[config.mk]
export PLATFORM = sky130hd
export DESIGN_NAME = serial_ctrl_front
export DESIGN_NICKNAME = d
export VERILOG_FILES = /design/src/rtl/scf_pkg.sv /design/src/rtl/scf_rx_hold.sv /design/src/rtl/scf_irq_prio.sv /design/src/rtl/serial_ctrl_front.sv
export SDC_FILE = /design/constraint.sdc
export NUM_CORES = 1
export LEC_CHECK = 0
export BUFFER_PORTS_ARGS = -buffer_cell sky130_fd_sc_hd__buf_2
export CORE_MARGIN = 3
export CORE_UTILIZATION = 46
export CTS_CLUSTER_DIAMETER = 100
export DETAILED_ROUTE_END_ITERATION = 8
export GPL_TIMING_DRIVEN = 0
export PLACE_DENSITY = 0.79
export SLEW_MARGIN = 20
export SYNTH_ARGS = -nofsm -noshare
export SYNTH_HDL_FRONTEND = slang
export SYNTH_SLANG_ARGS = --single-unit
export TNS_END_PERCENT = 1
[constraint.sdc]
create_clock -name clk -period 2.61 [get_ports clk]
set_clock_uncertainty 0.1 [all_clocks]
set_input_delay 0.522 -clock clk [delete_from_list [all_inputs] [get_ports clk]]
set_output_delay 0.522 -clock clk [all_outputs]
set_load 0.05 [all_outputs]
[src/rtl/scf_pkg.sv]
package scf_pkg;
    localparam int unsigned REG_COUNT = 8;
    localparam int unsigned IEN_W     = 4;
    localparam int unsigned LCTL_W    = 8;
    localparam int unsigned MCTL_W    = 2;
    localparam int unsigned MLINE_W   = 8;
    localparam int unsigned ID_W      = 3;

    typedef enum logic [2:0] {
        RG_DATA  = 3'd0,
        RG_IEN   = 3'd1,
        RG_IDENT = 3'd2,
        RG_LCTL  = 3'd3,
        RG_MCTL  = 3'd4,
        RG_LSTAT = 3'd5,
        RG_MSTAT = 3'd6,
        RG_DIV   = 3'd7
    } reg_sel_e;

    localparam logic [ID_W-1:0] ID_NONE  = 3'b001;
    localparam logic [ID_W-1:0] ID_LINE  = 3'b110;
    localparam logic [ID_W-1:0] ID_RXD   = 3'b100;
    localparam logic [ID_W-1:0] ID_THR   = 3'b010;
    localparam logic [ID_W-1:0] ID_MODEM = 3'b000;

    typedef struct packed {
        logic dr;
        logic oe;
        logic pe;
        logic fe;
        logic bi;
    } rx_stat_t;
endpackage

[src/rtl/scf_rx_hold.sv]
module scf_rx_hold
    import scf_pkg::*;
#(
    parameter int unsigned BYTE_W = 8
) (
    input  logic              clk,
    input  logic              rst_n,
    input  logic              rx_valid,
    input  logic [BYTE_W-1:0] rx_byte,
    input  logic              take_data,
    input  logic              take_stat,
    input  logic              pe_stb,
    input  logic              fe_stb,
    input  logic              bi_stb,
    output logic [BYTE_W-1:0] hold_o,
    output rx_stat_t          stat_o
);
    typedef struct packed {
        logic [BYTE_W-1:0] hold;
        rx_stat_t          st;
    } hold_t;

    hold_t st_d, st_q;

    always_comb begin
        st_d = st_q;
        if (take_data) st_d.st.dr = 1'b0;
        if (take_stat) begin
            st_d.st.oe = 1'b0;
            st_d.st.pe = 1'b0;
            st_d.st.fe = 1'b0;
            st_d.st.bi = 1'b0;
        end
        if (rx_valid) begin
            if (st_q.st.dr && !take_data) st_d.st.oe = 1'b1;
            st_d.st.dr = 1'b1;
            st_d.hold  = rx_byte;
        end
        if (pe_stb) st_d.st.pe = 1'b1;
        if (fe_stb) st_d.st.fe = 1'b1;
        if (bi_stb) st_d.st.bi = 1'b1;
    end

    always_ff @(posedge clk) begin
        if (!rst_n) st_q <= '0;
        else        st_q <= st_d;
    end

    assign hold_o = st_q.hold;
    assign stat_o = st_q.st;
endmodule

[src/rtl/scf_irq_prio.sv]
module scf_irq_prio
    import scf_pkg::*;
(
    input  logic [IEN_W-1:0] ien,
    input  rx_stat_t         stat,
    input  logic             thr_empty,
    input  logic [3:0]       modem_delta,
    output logic [ID_W-1:0]  ident,
    output logic             pending
);
    always_comb begin
        pending = 1'b1;
        if (ien[2] && (stat.oe || stat.pe || stat.fe || stat.bi)) ident = ID_LINE;
        else if (ien[0] && stat.dr)                                ident = ID_RXD;
        else if (ien[1] && thr_empty)                              ident = ID_THR;
        else if (ien[3] && (|modem_delta))                         ident = ID_MODEM;
        else begin
            ident   = ID_NONE;
            pending = 1'b0;
        end
    end
endmodule

[src/rtl/serial_ctrl_front.sv]
module serial_ctrl_front
    import scf_pkg::*;
#(
    parameter int unsigned ADDR_W = 8,
    parameter int unsigned DATA_W = 32,
    parameter int unsigned BYTE_W = 8,
    parameter int unsigned DIV_W  = 16
) (
    input  logic               clk,
    input  logic               rst_n,
    input  logic               req_valid,
    input  logic               req_write,
    input  logic [ADDR_W-1:0]  req_addr,
    input  logic [DATA_W-1:0]  req_wdata,
    output logic               rsp_valid,
    output logic [DATA_W-1:0]  rsp_rdata,
    input  logic               rx_valid,
    input  logic [BYTE_W-1:0]  rx_byte,
    output logic               rx_ready,
    input  logic               rx_parity_err,
    input  logic               rx_frame_err,
    input  logic               rx_break,
    input  logic [MLINE_W-1:0] modem_lines,
    output logic               tx_valid,
    output logic [BYTE_W-1:0]  tx_byte,
    output logic [LCTL_W-1:0]  line_ctrl,
    output logic [MCTL_W-1:0]  modem_ctrl,
    output logic [DIV_W-1:0]   divisor,
    output logic               irq
);
    localparam int unsigned IDX_W = ADDR_W - 2;

    typedef struct packed {
        logic [IEN_W-1:0]  ien;
        logic [LCTL_W-1:0] lctl;
        logic [MCTL_W-1:0] mctl;
        logic [DIV_W-1:0]  div;
        logic              rvalid;
        logic [DATA_W-1:0] rdata;
        logic              txv;
        logic [BYTE_W-1:0] txd;
        logic              irq;
    } regs_t;

    regs_t r_d, r_q;

    logic [IDX_W-1:0]  idx;
    logic              in_map;
    reg_sel_e          sel;
    logic              rd_hit, wr_hit;
    logic [BYTE_W-1:0] hold;
    rx_stat_t          rx_stat;
    logic [ID_W-1:0]   ident;
    logic              pending;
    logic [6:0]        lstat;

    assign idx = req_addr[ADDR_W-1:2];
    assign sel = reg_sel_e'(idx[2:0]);

    generate
        if (IDX_W > 3) begin : g_upper
            assign in_map = ~|idx[IDX_W-1:3];
        end else begin : g_flat
            assign in_map = 1'b1;
        end
    endgenerate

    assign rd_hit = req_valid && !req_write && in_map;
    assign wr_hit = req_valid &&  req_write && in_map;

    scf_rx_hold #(.BYTE_W(BYTE_W)) u_rx (
        .clk       (clk),
        .rst_n     (rst_n),
        .rx_valid  (rx_valid),
        .rx_byte   (rx_byte),
        .take_data (rd_hit && sel == RG_DATA),
        .take_stat (rd_hit && sel == RG_LSTAT),
        .pe_stb    (rx_parity_err),
        .fe_stb    (rx_frame_err),
        .bi_stb    (rx_break),
        .hold_o    (hold),
        .stat_o    (rx_stat)
    );

    // transmit side never backs up: holding and shifter are always empty
    scf_irq_prio u_prio (
        .ien         (r_q.ien),
        .stat        (rx_stat),
        .thr_empty   (1'b1),
        .modem_delta (modem_lines[3:0]),
        .ident       (ident),
        .pending     (pending)
    );

    assign lstat = {1'b1, 1'b1, rx_stat.bi, rx_stat.fe, rx_stat.pe, rx_stat.oe, rx_stat.dr};

    always_comb begin
        r_d        = r_q;
        r_d.rvalid = req_valid && !req_write;
        r_d.rdata  = '0;
        r_d.txv    = wr_hit && sel == RG_DATA;
        r_d.txd    = req_wdata[BYTE_W-1:0];
        r_d.irq    = pending;
        if (rd_hit) begin
            case (sel)
                RG_DATA:  r_d.rdata = DATA_W'(hold);
                RG_IDENT: r_d.rdata = DATA_W'(ident);
                RG_LSTAT: r_d.rdata = DATA_W'(lstat);
                RG_MSTAT: r_d.rdata = DATA_W'(modem_lines);
                default:  r_d.rdata = '0;
            endcase
        end
        if (wr_hit) begin
            case (sel)
                RG_IEN:  r_d.ien  = req_wdata[IEN_W-1:0];
                RG_LCTL: r_d.lctl = req_wdata[LCTL_W-1:0];
                RG_MCTL: r_d.mctl = req_wdata[MCTL_W-1:0];
                RG_DIV:  r_d.div  = req_wdata[DIV_W-1:0];
                default: ;
            endcase
        end
    end

    always_ff @(posedge clk) begin
        if (!rst_n) r_q <= '0;
        else        r_q <= r_d;
    end

    logic unused_bits;
    assign unused_bits = ^{req_addr[1:0], req_wdata[DATA_W-1:DIV_W], modem_lines[MLINE_W-1:4]};

    assign rsp_valid  = r_q.rvalid;
    assign rsp_rdata  = r_q.rdata;
    assign tx_valid   = r_q.txv;
    assign tx_byte    = r_q.txd;
    assign line_ctrl  = r_q.lctl;
    assign modem_ctrl = r_q.mctl;
    assign divisor    = r_q.div;
    assign irq        = r_q.irq;
    assign rx_ready   = !rx_stat.dr;
endmodule

==> results.md <==
- The run finished with clean final reports.
- The biggest area consumer among synthesized cells is sky130_fd_sc_hd__dfxtp_1.
- Across the run, the number of max-cap violations was 0.
- The number of instances in the synthesized netlist is 305.
- The area of all sequential standard cells is 1240 sq um.
- The final layout contains routed wiring with a total length of 5950 um.
- The post-synthesis to final-layout area growth is 29.0%.
- The internal power of the cells totals around 0.0016 W.
- The wire-length estimate of the detail-placed layout is 4660 um.
- The repair_antennas step left the layout with diodes totalling 0.
- For this run, the post-layout net count is 492.
- Global routing finished with a remaining overflow of 0.
- The number of remaining DRC errors is 0.
- The H-tree was split into 3 levels.
- The share of the synthesized area in the top cell type is 43.5%.
- The first-pass GRT wire length is 9610 um.
- Leaving out fill and tap cells, the most frequent cells in the layout are sky130_fd_sc_hd__buf_2, sky130_fd_sc_hd__buf_4, sky130_fd_sc_hd__dfxtp_1, sky130_fd_sc_hd__nor2_1, sky130_fd_sc_hd__mux2i_1.
- Derived from the worst setup path, the maximum achievable clock frequency is 504 MHz.
- The total of warnings raised by yosys is 0.
- The peak supply drop is around 400 uV.
- The transition time at the pin with the least slew margin is 0.579 ns.
- The area of combinational cells with multiple inputs is about 1100 sq um.
- The initial core utilization is 47.9%.
- The critical path start-end classification is input port to register.
- After clock tree synthesis, the setup repair step added 0 buffers.
- The final-report max-slew violation count was 0.
- The class of the tightest hold or removal check is input port to register.
- The final setup violation count is 0.
- The final hold violation count is 0.
- The most instantiated flip-flop cell in the synthesis netlist is sky130_fd_sc_hd__dfxtp_1.
- The total area inside the core boundary comes to 5960 sq um.
- Once layout is complete, the utilization of the core stands at between 60% and 70%.
- The total via count in the routed design is ~2300.
- In this run, CTS created clock tree buffers numbering 9.
- The clock sink count is 62.
- The clock period could shrink to 1.98 ns.
- The number of flip-flops and latches in the synthesized netlist is 62.
- For this design, the CTS-stage hold fixing added 0 buffers.
- Yosys attributes the largest share of cell area to sky130_fd_sc_hd__dfxtp_1, sky130_fd_sc_hd__buf_4, sky130_fd_sc_hd__mux2i_1, sky130_fd_sc_hd__nor2_1, sky130_fd_sc_hd__nand2_1.
- Dividing the detail-routed via count by the number of cells gives about 4.5.
- Each instance of the synthesized netlist takes up on average 9.35 sq um.
- Once the clock tree was built, the resizer swapped 0 gates to a different size.
- The initial antenna violation count is 0.
- After routing the design area is 3680 sq um.
- Entering global routing, the biggest net connects 11 pins.
- TritonCTS built the clock tree.
- The fraction of power consumed by combinational cells is 13.5%.
- The synthesized design contains 0 enable-type register cells.
- Leaving out fill and tap cells, the most frequent cell in the layout is sky130_fd_sc_hd__buf_2.
- The count of input and output buffers is 89.
- The worst pin sits at a relative slew slack of between 60% and 70%.
- The area after detailed placement is 3480 sq um.
- The total number of placement rows is 28.
- The count of filler cells inserted in the layout is 555.
- In this run the deepest clock path goes through 2 buffers.
- The worst path meets setup with approximately 0.63 ns of slack.
- The power spent charging and discharging nets is 0.000559 W.
- Dividing the final minimum period by the clock period gives between 70% and 80%.
- The first detailed-routing pass took 4 iterations.
- The netlist area before placement is 2850 sq um.
- The die covers 7180 sq um.
- The all-layer global routing usage is 16.9%.
- Data arrives at the worst endpoint at between 2 and 2.5 ns.
- The share of total power dissipated in the clock network is 40.2%.
- Routability-driven placement finished with a final weighted congestion of 0.851.
- The post-CTS clock slew at the launch and capture registers of the worst setup and hold paths is 0.07 ns.
- The antenna violation net count after detailed routing is 0.
- The width of the die is 84.8 um.
- The worst setup path is captured at a register.
- The number of distinct library cells after synthesis is 38.
- Along the worst path, the maximum fanout reaches 10.
- Measured along the y axis, the die boundary spans 84.8 um.
- In this run the power density over the cells is 575 nW/um^2.
- At the later pin of the worst-skew pair, clock insertion delay measures 0.34 ns.
- The worst setup path is launched from an input port.
- The via count of the first global-routing pass was 2225.
- For this design the top-level I/O count stands at 134.
- The detailed router finished its first iteration with 107 violations.
- The register share of total power is a little under half.
- The analysis attributes to cell leakage a power of around 2 nW.
- The average wire per standard cell is 11.7 um.
- The final-layout setup total negative slack is 0 ns.
- The switching share of power is 26.4%.
- After synthesis, the share of flip-flops with an asynchronous set or reset is 0%.
- In the final layout, the share of cells above drive strength 1 is just over 40%.
- OpenSTA, run right after detailed placement, puts the worst setup slack at 0.262 ns.
- STA puts the critical path data required time at 2.71 ns.
- The clock tree root buffer cell is sky130_fd_sc_hd__clkbuf_8.
- For this run, the register share of the synthesized area comes to 43.5%.
- Setup repair after global routing left no endpoint under its margin.
-- cell usage after synthesis, drive strengths merged, types with 2 or more instances --
| library cell | instances |
|---|---|
| o41a | 2 |
| a22oi | 5 |
| nor3 | 4 |
| a21oi | 9 |
| o21ai | 2 |
| nor3b | 2 |
| nor2 | 39 |
| nand2 | 23 |
| nand3 | 2 |
| dfxtp | 62 |
| nand4b | 2 |
| mux2i | 38 |
| buf | 71 |
| nand4 | 2 |
| clkbuf | 9 |
| a2bb2oi | 6 |
| inv | 12 |
-- registers in the layout (all words and copies together), names as in the netlist --
name	flops
rsp_rdata	8
tx_valid	1
tx_byte	8
irq	1
u_rx.stat_o	5
rsp_valid	1
line_ctrl	8
modem_ctrl	2
r_q	4
u_rx.hold_o	8
divisor	16
-- cell type report --
cell class,instances,area share (%)
Multi-Input combinational cell,174,29.3
Clock buffer,13,4.32
Sequential cell,62,33.7
Buffer,80,15.6
Inverter,12,1.22
Tap cell,75,2.55
Timing Repair Buffer,89,12.1
Clock inverter,3,1.16
-- worst paths after layout --
path / from / to / slack (ns) / cells after the start
worst min-delay path: rx_parity_err / u_rx.stat_o[2] / 0.31 / 3
worst max-delay path: req_addr[6] / divisor[14] / 0.63 / 7
worst min register to register: line_ctrl[7] / line_ctrl[7] / 0.36 / 2
worst max register to register: u_rx.stat_o[2] / rsp_rdata[0] / 0.84 / 4
-- worst max-delay path, cell delays in order --
cell,delay [ns]
sky130_fd_sc_hd__buf_2,0.10
sky130_fd_sc_hd__or3_4,0.38
sky130_fd_sc_hd__buf_6,0.14
sky130_fd_sc_hd__nor3_4,0.49
sky130_fd_sc_hd__buf_12,0.22
sky130_fd_sc_hd__mux2i_1,0.18
sky130_fd_sc_hd__nor2_1,0.06
-- power by group through the flow --
stage	logic, W	registers [W]	clock network [W]
finish	0.000287	0.000979	0.000851
global route	0.000308	0.000980	0.000919
CTS	0.000286	0.000978	0.000879
detailed placement	0.000285	0.00100	0
global placement	0.000282	0.000999	0
floorplan	0.000220	0.000999	0
-- per-layer routing --
metal  share of wire [%]  global-route usage [%]
met1                  43                    19.8
met2                  46                    26.8
met3                  10                    7.95
met4                 1.4                    6.62
met5                   0                       0
-- cell families after synthesis --
logic type             after synthesis  share of synthesized area, %
AO/OA/AOI/OAI                       30                          7.46
multiplexers                        38                          13.3
flip-flops                          62                          43.5
AND/OR/NAND/NOR                     82                          13.9
other                                1                         0.131
buffers and inverters               92                          21.7
-- through the flow --
stage / power, W / hold slack [ns] / cells
final: 0.00212 / 0.306 / 508
after global routing: 0.00221 / 0.303 / 508
after CTS: 0.00214 / 0.284 / 508
after detailed placement: 0.00128 / 0.353 / 492
after global placement: 0.00128 / 0.346 / 492
after floorplan: 0.00122 / 0.339 / 328
Note: power is estimated with default switching activity, not from simulation.
